[src/rtl/spwp_pkg.sv]
package spwp_pkg;

    typedef enum logic [2:0] {
        ST_IDLE = 3'd0,
        ST_KEY1 = 3'd1,
        ST_KEY2 = 3'd2,
        ST_OPEN = 3'd3,
        ST_DIS3 = 3'd4,
        ST_DIS4 = 3'd5,
        ST_DIS5 = 3'd6
    } spwp_state_e;

    // index of each keyed address/data pair in the hit vector
    localparam int HIT_LEAD_AA   = 0;
    localparam int HIT_FOLLOW_55 = 1;
    localparam int HIT_LEAD_ARM  = 2;
    localparam int HIT_LEAD_PRE  = 3;
    localparam int HIT_LEAD_OFF  = 4;
    localparam int NUM_HITS      = 5;

endpackage

[src/rtl/spwp_key_match.sv]
module spwp_key_match
    import spwp_pkg::*;
#(
    parameter int               AW        = 13,
    parameter int               DW        = 8,
    parameter logic [AW-1:0]    ADR_LEAD  = 13'h1555,
    parameter logic [AW-1:0]    ADR_FOLW  = 13'h0AAA,
    parameter logic [DW-1:0]    DAT_LEAD  = 8'hAA,
    parameter logic [DW-1:0]    DAT_FOLW  = 8'h55,
    parameter logic [DW-1:0]    DAT_ARM   = 8'hA0,
    parameter logic [DW-1:0]    DAT_PRE   = 8'h80,
    parameter logic [DW-1:0]    DAT_OFF   = 8'h20
) (
    input  logic [AW-1:0]       addr_i,
    input  logic [DW-1:0]       data_i,
    output logic [NUM_HITS-1:0] hit_o
);

    for (genvar g = 0; g < NUM_HITS; g++) begin : g_key
        localparam logic [AW-1:0] KADR = (g == HIT_FOLLOW_55) ? ADR_FOLW : ADR_LEAD;
        localparam logic [DW-1:0] KDAT =
            (g == HIT_LEAD_AA)   ? DAT_LEAD :
            (g == HIT_FOLLOW_55) ? DAT_FOLW :
            (g == HIT_LEAD_ARM)  ? DAT_ARM  :
            (g == HIT_LEAD_PRE)  ? DAT_PRE  : DAT_OFF;

        logic adr_eq;
        logic dat_eq;
        assign adr_eq   = (addr_i == KADR);
        assign dat_eq   = (data_i == KDAT);
        assign hit_o[g] = adr_eq & dat_eq;
    end

    // one write can match at most one keyed pair
    always_comb begin
        hit_onehot_chk: assert ($onehot0(hit_o) || $isunknown(hit_o));
    end

endmodule

[src/rtl/spwp_seq_fsm.sv]
module spwp_seq_fsm
    import spwp_pkg::*;
(
    input  logic                clk,
    input  logic                rst_n,
    input  logic                wr_stb,
    input  logic                blc_expire,
    input  logic [NUM_HITS-1:0] hit_i,
    input  logic                lock_i,
    output logic                pass_o,
    output logic                set_lock_o,
    output logic                clr_lock_o,
    output spwp_state_e         state_o
);

    spwp_state_e st_q;
    spwp_state_e st_d;
    spwp_state_e st_eff;

    // a timer expiry in the same cycle as a write is applied first
    assign st_eff  = blc_expire ? ST_IDLE : st_q;
    assign state_o = st_q;

    always_ff @(posedge clk or negedge rst_n) begin
        if (!rst_n) st_q <= ST_IDLE;
        else        st_q <= st_d;
    end

    // next-state process
    always_comb begin
        st_d = st_eff;
        if (wr_stb) begin
            unique case (st_eff)
                ST_IDLE: st_d = hit_i[HIT_LEAD_AA]   ? ST_KEY1 : ST_IDLE;
                ST_KEY1: st_d = hit_i[HIT_FOLLOW_55] ? ST_KEY2 : ST_IDLE;
                ST_KEY2: begin
                    if (hit_i[HIT_LEAD_ARM])      st_d = ST_OPEN;
                    else if (hit_i[HIT_LEAD_PRE]) st_d = ST_DIS3;
                    else                          st_d = ST_IDLE;
                end
                ST_OPEN: st_d = ST_OPEN;
                ST_DIS3: st_d = hit_i[HIT_LEAD_AA]   ? ST_DIS4 : ST_IDLE;
                ST_DIS4: st_d = hit_i[HIT_FOLLOW_55] ? ST_DIS5 : ST_IDLE;
                ST_DIS5: st_d = ST_IDLE;
                default: st_d = ST_IDLE;
            endcase
        end
    end

    // output process
    always_comb begin
        pass_o     = 1'b0;
        set_lock_o = 1'b0;
        clr_lock_o = 1'b0;
        if (wr_stb) begin
            unique case (st_eff)
                ST_OPEN: pass_o = 1'b1;
                ST_KEY2: begin
                    set_lock_o = hit_i[HIT_LEAD_ARM];
                    pass_o     = !lock_i && !hit_i[HIT_LEAD_ARM];
                end
                ST_DIS5: begin
                    clr_lock_o = hit_i[HIT_LEAD_OFF];
                    pass_o     = !lock_i && !hit_i[HIT_LEAD_OFF];
                end
                ST_IDLE, ST_KEY1, ST_DIS3, ST_DIS4: pass_o = !lock_i;
                default: pass_o = 1'b0;
            endcase
        end
    end

    // the second key step can only be entered from the first
    key2_order_chk: assert property (@(posedge clk) disable iff (!rst_n)
        (st_q == ST_KEY2 && $past(st_q) != ST_KEY2) |-> $past(st_q == ST_KEY1 && wr_stb));

    // an expiry without a write always leaves the detector idle
    expire_idle_chk: assert property (@(posedge clk) disable iff (!rst_n)
        (blc_expire && !wr_stb) |=> (st_q == ST_IDLE));

endmodule

[src/rtl/spwp_nv_flag.sv]
module spwp_nv_flag (
    input  logic clk,
    input  logic set_i,
    input  logic clr_i,
    output logic q_o
);

    // persistent cell: not reset by the sequence reset, factory value 0
    logic cell_q = 1'b0;

    always_ff @(posedge clk) begin
        if (set_i)      cell_q <= 1'b1;
        else if (clr_i) cell_q <= 1'b0;
    end

    assign q_o = cell_q;

    // the set and clear commands never coincide
    always_comb begin
        set_clr_excl_chk: assert (!(set_i && clr_i));
    end

endmodule

[src/rtl/spwp_guard.sv]
module spwp_guard
    import spwp_pkg::*;
#(
    parameter int               AW        = 13,
    parameter int               DW        = 8,
    parameter logic [AW-1:0]    ADR_LEAD  = 13'h1555,
    parameter logic [AW-1:0]    ADR_FOLW  = 13'h0AAA,
    parameter logic [DW-1:0]    DAT_LEAD  = 8'hAA,
    parameter logic [DW-1:0]    DAT_FOLW  = 8'h55,
    parameter logic [DW-1:0]    DAT_ARM   = 8'hA0,
    parameter logic [DW-1:0]    DAT_PRE   = 8'h80,
    parameter logic [DW-1:0]    DAT_OFF   = 8'h20
) (
    input  logic          clk,
    input  logic          rst_n,
    input  logic          wr_stb,
    input  logic [AW-1:0] wr_addr,
    input  logic [DW-1:0] wr_data,
    input  logic          blc_expire,
    output logic          wr_gate,
    output logic          prot_en
);

    logic [NUM_HITS-1:0] hit;
    logic                pass;
    logic                set_lock;
    logic                clr_lock;
    spwp_state_e         state;

    spwp_key_match #(
        .AW(AW), .DW(DW),
        .ADR_LEAD(ADR_LEAD), .ADR_FOLW(ADR_FOLW),
        .DAT_LEAD(DAT_LEAD), .DAT_FOLW(DAT_FOLW),
        .DAT_ARM(DAT_ARM), .DAT_PRE(DAT_PRE), .DAT_OFF(DAT_OFF)
    ) u_match (
        .addr_i (wr_addr),
        .data_i (wr_data),
        .hit_o  (hit)
    );

    spwp_seq_fsm u_fsm (
        .clk        (clk),
        .rst_n      (rst_n),
        .wr_stb     (wr_stb),
        .blc_expire (blc_expire),
        .hit_i      (hit),
        .lock_i     (prot_en),
        .pass_o     (pass),
        .set_lock_o (set_lock),
        .clr_lock_o (clr_lock),
        .state_o    (state)
    );

    spwp_nv_flag u_lock (
        .clk   (clk),
        .set_i (set_lock),
        .clr_i (clr_lock),
        .q_o   (prot_en)
    );

    assign wr_gate = pass;

    // the lock holds its value unless a write was accepted
    prot_stable_chk: assert property (@(posedge clk) disable iff (!rst_n)
        !$past(wr_stb) |-> $stable(prot_en));

    // the lock rises only right after the arm data at the lead address
    arm_rise_chk: assert property (@(posedge clk) disable iff (!rst_n)
        $rose(prot_en) |-> $past(wr_stb && wr_data == DAT_ARM && wr_addr == ADR_LEAD));

    // the lock falls only right after the off data at the lead address
    dis_fall_chk: assert property (@(posedge clk) disable iff (!rst_n)
        $fell(prot_en) |-> $past(wr_stb && wr_data == DAT_OFF && wr_addr == ADR_LEAD));

    // no gate without a write strobe
    gate_strobe_chk: assert property (@(posedge clk) disable iff (!rst_n)
        wr_gate |-> wr_stb);

    // with the lock on, a gated write needs an open burst window
    gate_open_chk: assert property (@(posedge clk) disable iff (!rst_n)
        (wr_gate && prot_en && !blc_expire) |-> (state == ST_OPEN));

endmodule

[config.mk]
export PLATFORM = sky130hd
export DESIGN_NAME = spwp_guard
export DESIGN_NICKNAME = d
export VERILOG_FILES = /design/src/rtl/spwp_pkg.sv /design/src/rtl/spwp_key_match.sv /design/src/rtl/spwp_seq_fsm.sv /design/src/rtl/spwp_nv_flag.sv /design/src/rtl/spwp_guard.sv
export SDC_FILE = /design/constraint.sdc
export NUM_CORES = 1
export LEC_CHECK = 0
export ABC_AREA = 1
export CAP_MARGIN = 15
export CORE_MARGIN = 8
export CORE_UTILIZATION = 45
export CTS_BUF_LIST = sky130_fd_sc_hd__clkbuf_16
export DETAILED_ROUTE_END_ITERATION = 7
export PLACE_DENSITY = 0.84
export SYNTH_ARGS = -nofsm -noshare
export SYNTH_HDL_FRONTEND = slang
export SYNTH_SLANG_ARGS = --single-unit
[constraint.sdc]
create_clock -name clk -period 2.5 [get_ports clk]
set_input_delay 0.5 -clock clk [delete_from_list [all_inputs] [get_ports clk]]
set_output_delay 0.5 -clock clk [all_outputs]
set_load 0.02 [all_outputs]
==> results of run 1 <==
## stage by stage
stage,setup slack (ns),setup TNS (ns)
4_1_cts,0.0578,0
2_1_floorplan,0.681,0
5_1_grt,-0.0574,-0.0574
3_3_place_gp,-0.253,-0.253
3_5_place_dp,-0.317,-0.317
6_report,-0.00862,-0.00862
## timing repair
item,4_1_cts,5_1_grt
buffers inserted,0,1
endpoints found under the setup margin,1,1
gates cloned,0,0
resized for setup,8,16
pin swaps,2,5
## power groups by stage
stage | registers [mW] | logic [mW] | clock network (mW)
floorplan | 0.0657 | 0.0277 | 0
global placement | 0.0657 | 0.107 | 0
detailed placement | 0.0657 | 0.110 | 0
CTS | 0.0649 | 0.115 | 0.267
global route | 0.0649 | 0.139 | 0.272
finish | 0.0649 | 0.134 | 0.269
## path summary, 6_finish.rpt
path	from	endpoint	slack (ns)	cells past startpoint
min in group clk	u_lock.q_o$_SDFFE_PP1P_	u_lock.q_o$_SDFFE_PP1P_	0.50	2
hold / removal	rst_n	u_fsm.state_o[0]$_DFF_PN0_	0.46	1
hold reg to reg	u_lock.q_o$_SDFFE_PP1P_	u_lock.q_o$_SDFFE_PP1P_	0.50	2
setup / recovery	blc_expire	wr_gate	-0.009	9
max in group asynchronous	rst_n	u_fsm.state_o[2]$_DFF_PN0_	1.88	1
setup reg to reg	u_fsm.state_o[0]$_DFF_PN0_	u_fsm.state_o[1]$_DFF_PN0_	0.78	9
## final cells by class
class                           instances  area, µm²  share of cell area, %
Clock buffer                            3       75.1                   5.91
Clock inverter                          1       3.75                  0.296
Inverter                               26       97.6                   7.68
Multi-Input combinational cell         94        487                   38.3
Sequential cell                         4       95.1                   7.49
Tap cell                               15       18.8                   1.48
Timing Repair Buffer                   57        493                   38.8
## sequential cells by signal (all words and copies together) (netlist names)
register / cells
u_fsm.state_o: 3
u_lock.q_o: 1
## placed cells by master (no fill, tap or decap), types with 9 or more instances in the layout
cell	n
buf_4	32
nand2_1	27
clkdlybuf4s50_1	21
inv_1	15
nor2_1	14
nand3_1	13
inv_2	12
nand4_1	9
## cells by family (layout without fill, tap and decap cells)
kind of cell           Yosys count  count (layout)
buffers and inverters           26              87
AOI/OAI and AO/OA                6               6
and+or+nand+nor                 88              88
DFF                              4               4
## layer usage
metal  GRT usage (%)  vias up  part of all wire [%]
met1            27.5      582                    32
met5               0        -                     0
met3            6.89       77                    14
li1                -      528                     -
met4            18.9        0                    11
met2            44.0      165                    43
==> flow_summary_export.csv, run 1 <==
group,metric,value,unit
run_status,status,"finished, violations left",
run_status,violations,"setup timing",
cells_and_area,n_antenna_cell,0,
logic_synthesis,synth_top_area_share,16.8,%
clocking,clock_latency,0.24,ns
floorplanning,core_region_area,1320,µm²
cells_and_area,area_delta_synth_final,96.3,%
logic_synthesis,synthCells,124,
setup_path,setup.worst_path.class,"in2out",
setup_path,cp.required,2.00,ns
timing,whs,0.455,ns
logic_synthesis,syn-cell-area,647,µm²
cells_and_area,stdcell_area,1270,µm²
cells_and_area,fillers,31,
clocking,cts_tree,"yes",
logic_synthesis,synth_xor_area_share,0,%
setup_path,crit_family,"buffers and inverters",
logic_synthesis,synthAdderAreaFrac,0,%
logic_synthesis,synth_ff_type,"dfrtp_1",
global_routing,grt_max_degree,6,
power_and_ir_drop,powerDensity,368,nW/µm²
drt,dr.pass1.iters,8,
floorplanning,fp.dieW,53.9,µm
setup_path,worstSetupEndpointType,"primary output",
setup_path,max_stage_delay,0.43,ns
global_routing,grt_util_all_layers,26.1,%
logic_synthesis,synth.area.top_cells,"nand2_1 (17%), dfrtp_1 (12%), inv_1 (11%), nor2_1 (11%), nand3_1 (11%)",
power_and_ir_drop,p_sw_share,27.5,%
logic_synthesis,synth_common_cells,"nand2_1 (29), inv_1 (19), nor2_1 (19)",
global_routing,grt_pass1_vias,1250,
drt,final_antenna_net_count,0,
logic_synthesis,yosysWarnings,0,
timing,drv_slew,0,
logic_synthesis,synthMuxAreaShare,0,%
power_and_ir_drop,vdd_ir_drop_max,0.448,mV
timing,layout_min_cycle_time,2.51,ns
timing,max_freq,399,MHz
clocking,cts_buffers,3,
power_and_ir_drop,combPwrFrac,28.6,%
cells_and_area,fin_util,96.4,%
clocking,clock-sinks,4,
place,port_buffers,26,
logic_synthesis,yosys.area_share.simple,65.2,%
floorplanning,start_util,49.1,%
logic_synthesis,synthesis.nets,149,
timing,fin_crit_sh,100,%
floorplanning,dieArea,2910,µm²
timing,setup_ws,-0.00862,ns
power_and_ir_drop,seqPwrFrac,13.9,%
drt,vias_per_cell,6.76,
drt,drt_iter0_drc,193,
timing,finalHoldViolCount,0,
drt,totalWireLength,4470,µm
clocking,htreeDepth,1,
drt,vias,1352,
timing,skew,0.00626,ns
place,detailed_place.area,1150,µm²
power_and_ir_drop,internal_power,0.339,mW
setup_path,crit_top_cell,"buf_4",
power_and_ir_drop,power.leakage,0.627,nW
timing,slew_headroom,77.3,%
place,dp_cells,195,
cells_and_area,drive_above_1_share,33.5,%
setup_path,crit_path_start_kind,"input pin",
cells_and_area,finalNetCount,211,
setup_path,crit_slowest_cell,"clkdlybuf4s50_1",
power_and_ir_drop,pwr-share-clk,57.5,%
power_and_ir_drop,p_total,0.467,mW
run,cap_violations,0,
min_path,hp-class,"in2async",
logic_synthesis,synth_top_area_cell,"nand2_1",
place,hpwl,1980,µm
logic_synthesis,synth-edff-count,0,
power_and_ir_drop,power.switching,0.129,mW
global_routing,grt_overflow,0,
setup_path,path_buf_inv,5,
floorplanning,ios,27,
drt,drcViolationCount,0,
clocking,clock_path_buffers,2,
logic_synthesis,synth_top_family_by_area,"simple AND/OR/NAND/NOR gates",
global_routing,antenna_found_initial,0,
logic_synthesis,synth_cell_type_count,17,
setup_path,crit_fanout,3,
clocking,clock-root-buffer,"clkbuf_16",
clocking,cts_hold_buf,0,
setup_path,crit_arrival,2.01,ns
global_routing,grt_pass1_wl,5710,µm
cells_and_area,layout.cells.non_filler,200,
floorplanning,die_y,53.9,µm
logic_synthesis,ys_seq_elements,4,
timing,worst_slew_pin_slew,0.337,ns
timing,setup_viol,1,
setup_path,cp_cell_sequence,"clkdlybuf4s50_1 > buf_4 > nor2_2 > inv_2 > o21bai_1 > inv_1 > nand2_1 > a21oi_1 > buf_4",
logic_synthesis,synth-compound-area-share,5.03,%
floorplanning,rows,13,
drt,wl_per_cell,22.3,µm
logic_synthesis,seq_area_frac_synth,14.7,%
place,routabilityCongestion,0.903,
logic_synthesis,syn_avg_cell_area,5.22,µm²
clocking,clk_pin_slew,0.04,ns
logic_synthesis,synth-async-reset-ratio,75.0,%
logic_synthesis,yosysMostFrequentCell,"nand2_1",
Power figures use the tool's default switching activity.
==> run 2: changes to the inputs <==
GPL_ROUTABILITY_DRIVEN = 0   (was unset)
==> results of run 2 <==
Final layout, timing and power as in run 1 (identical DEF).
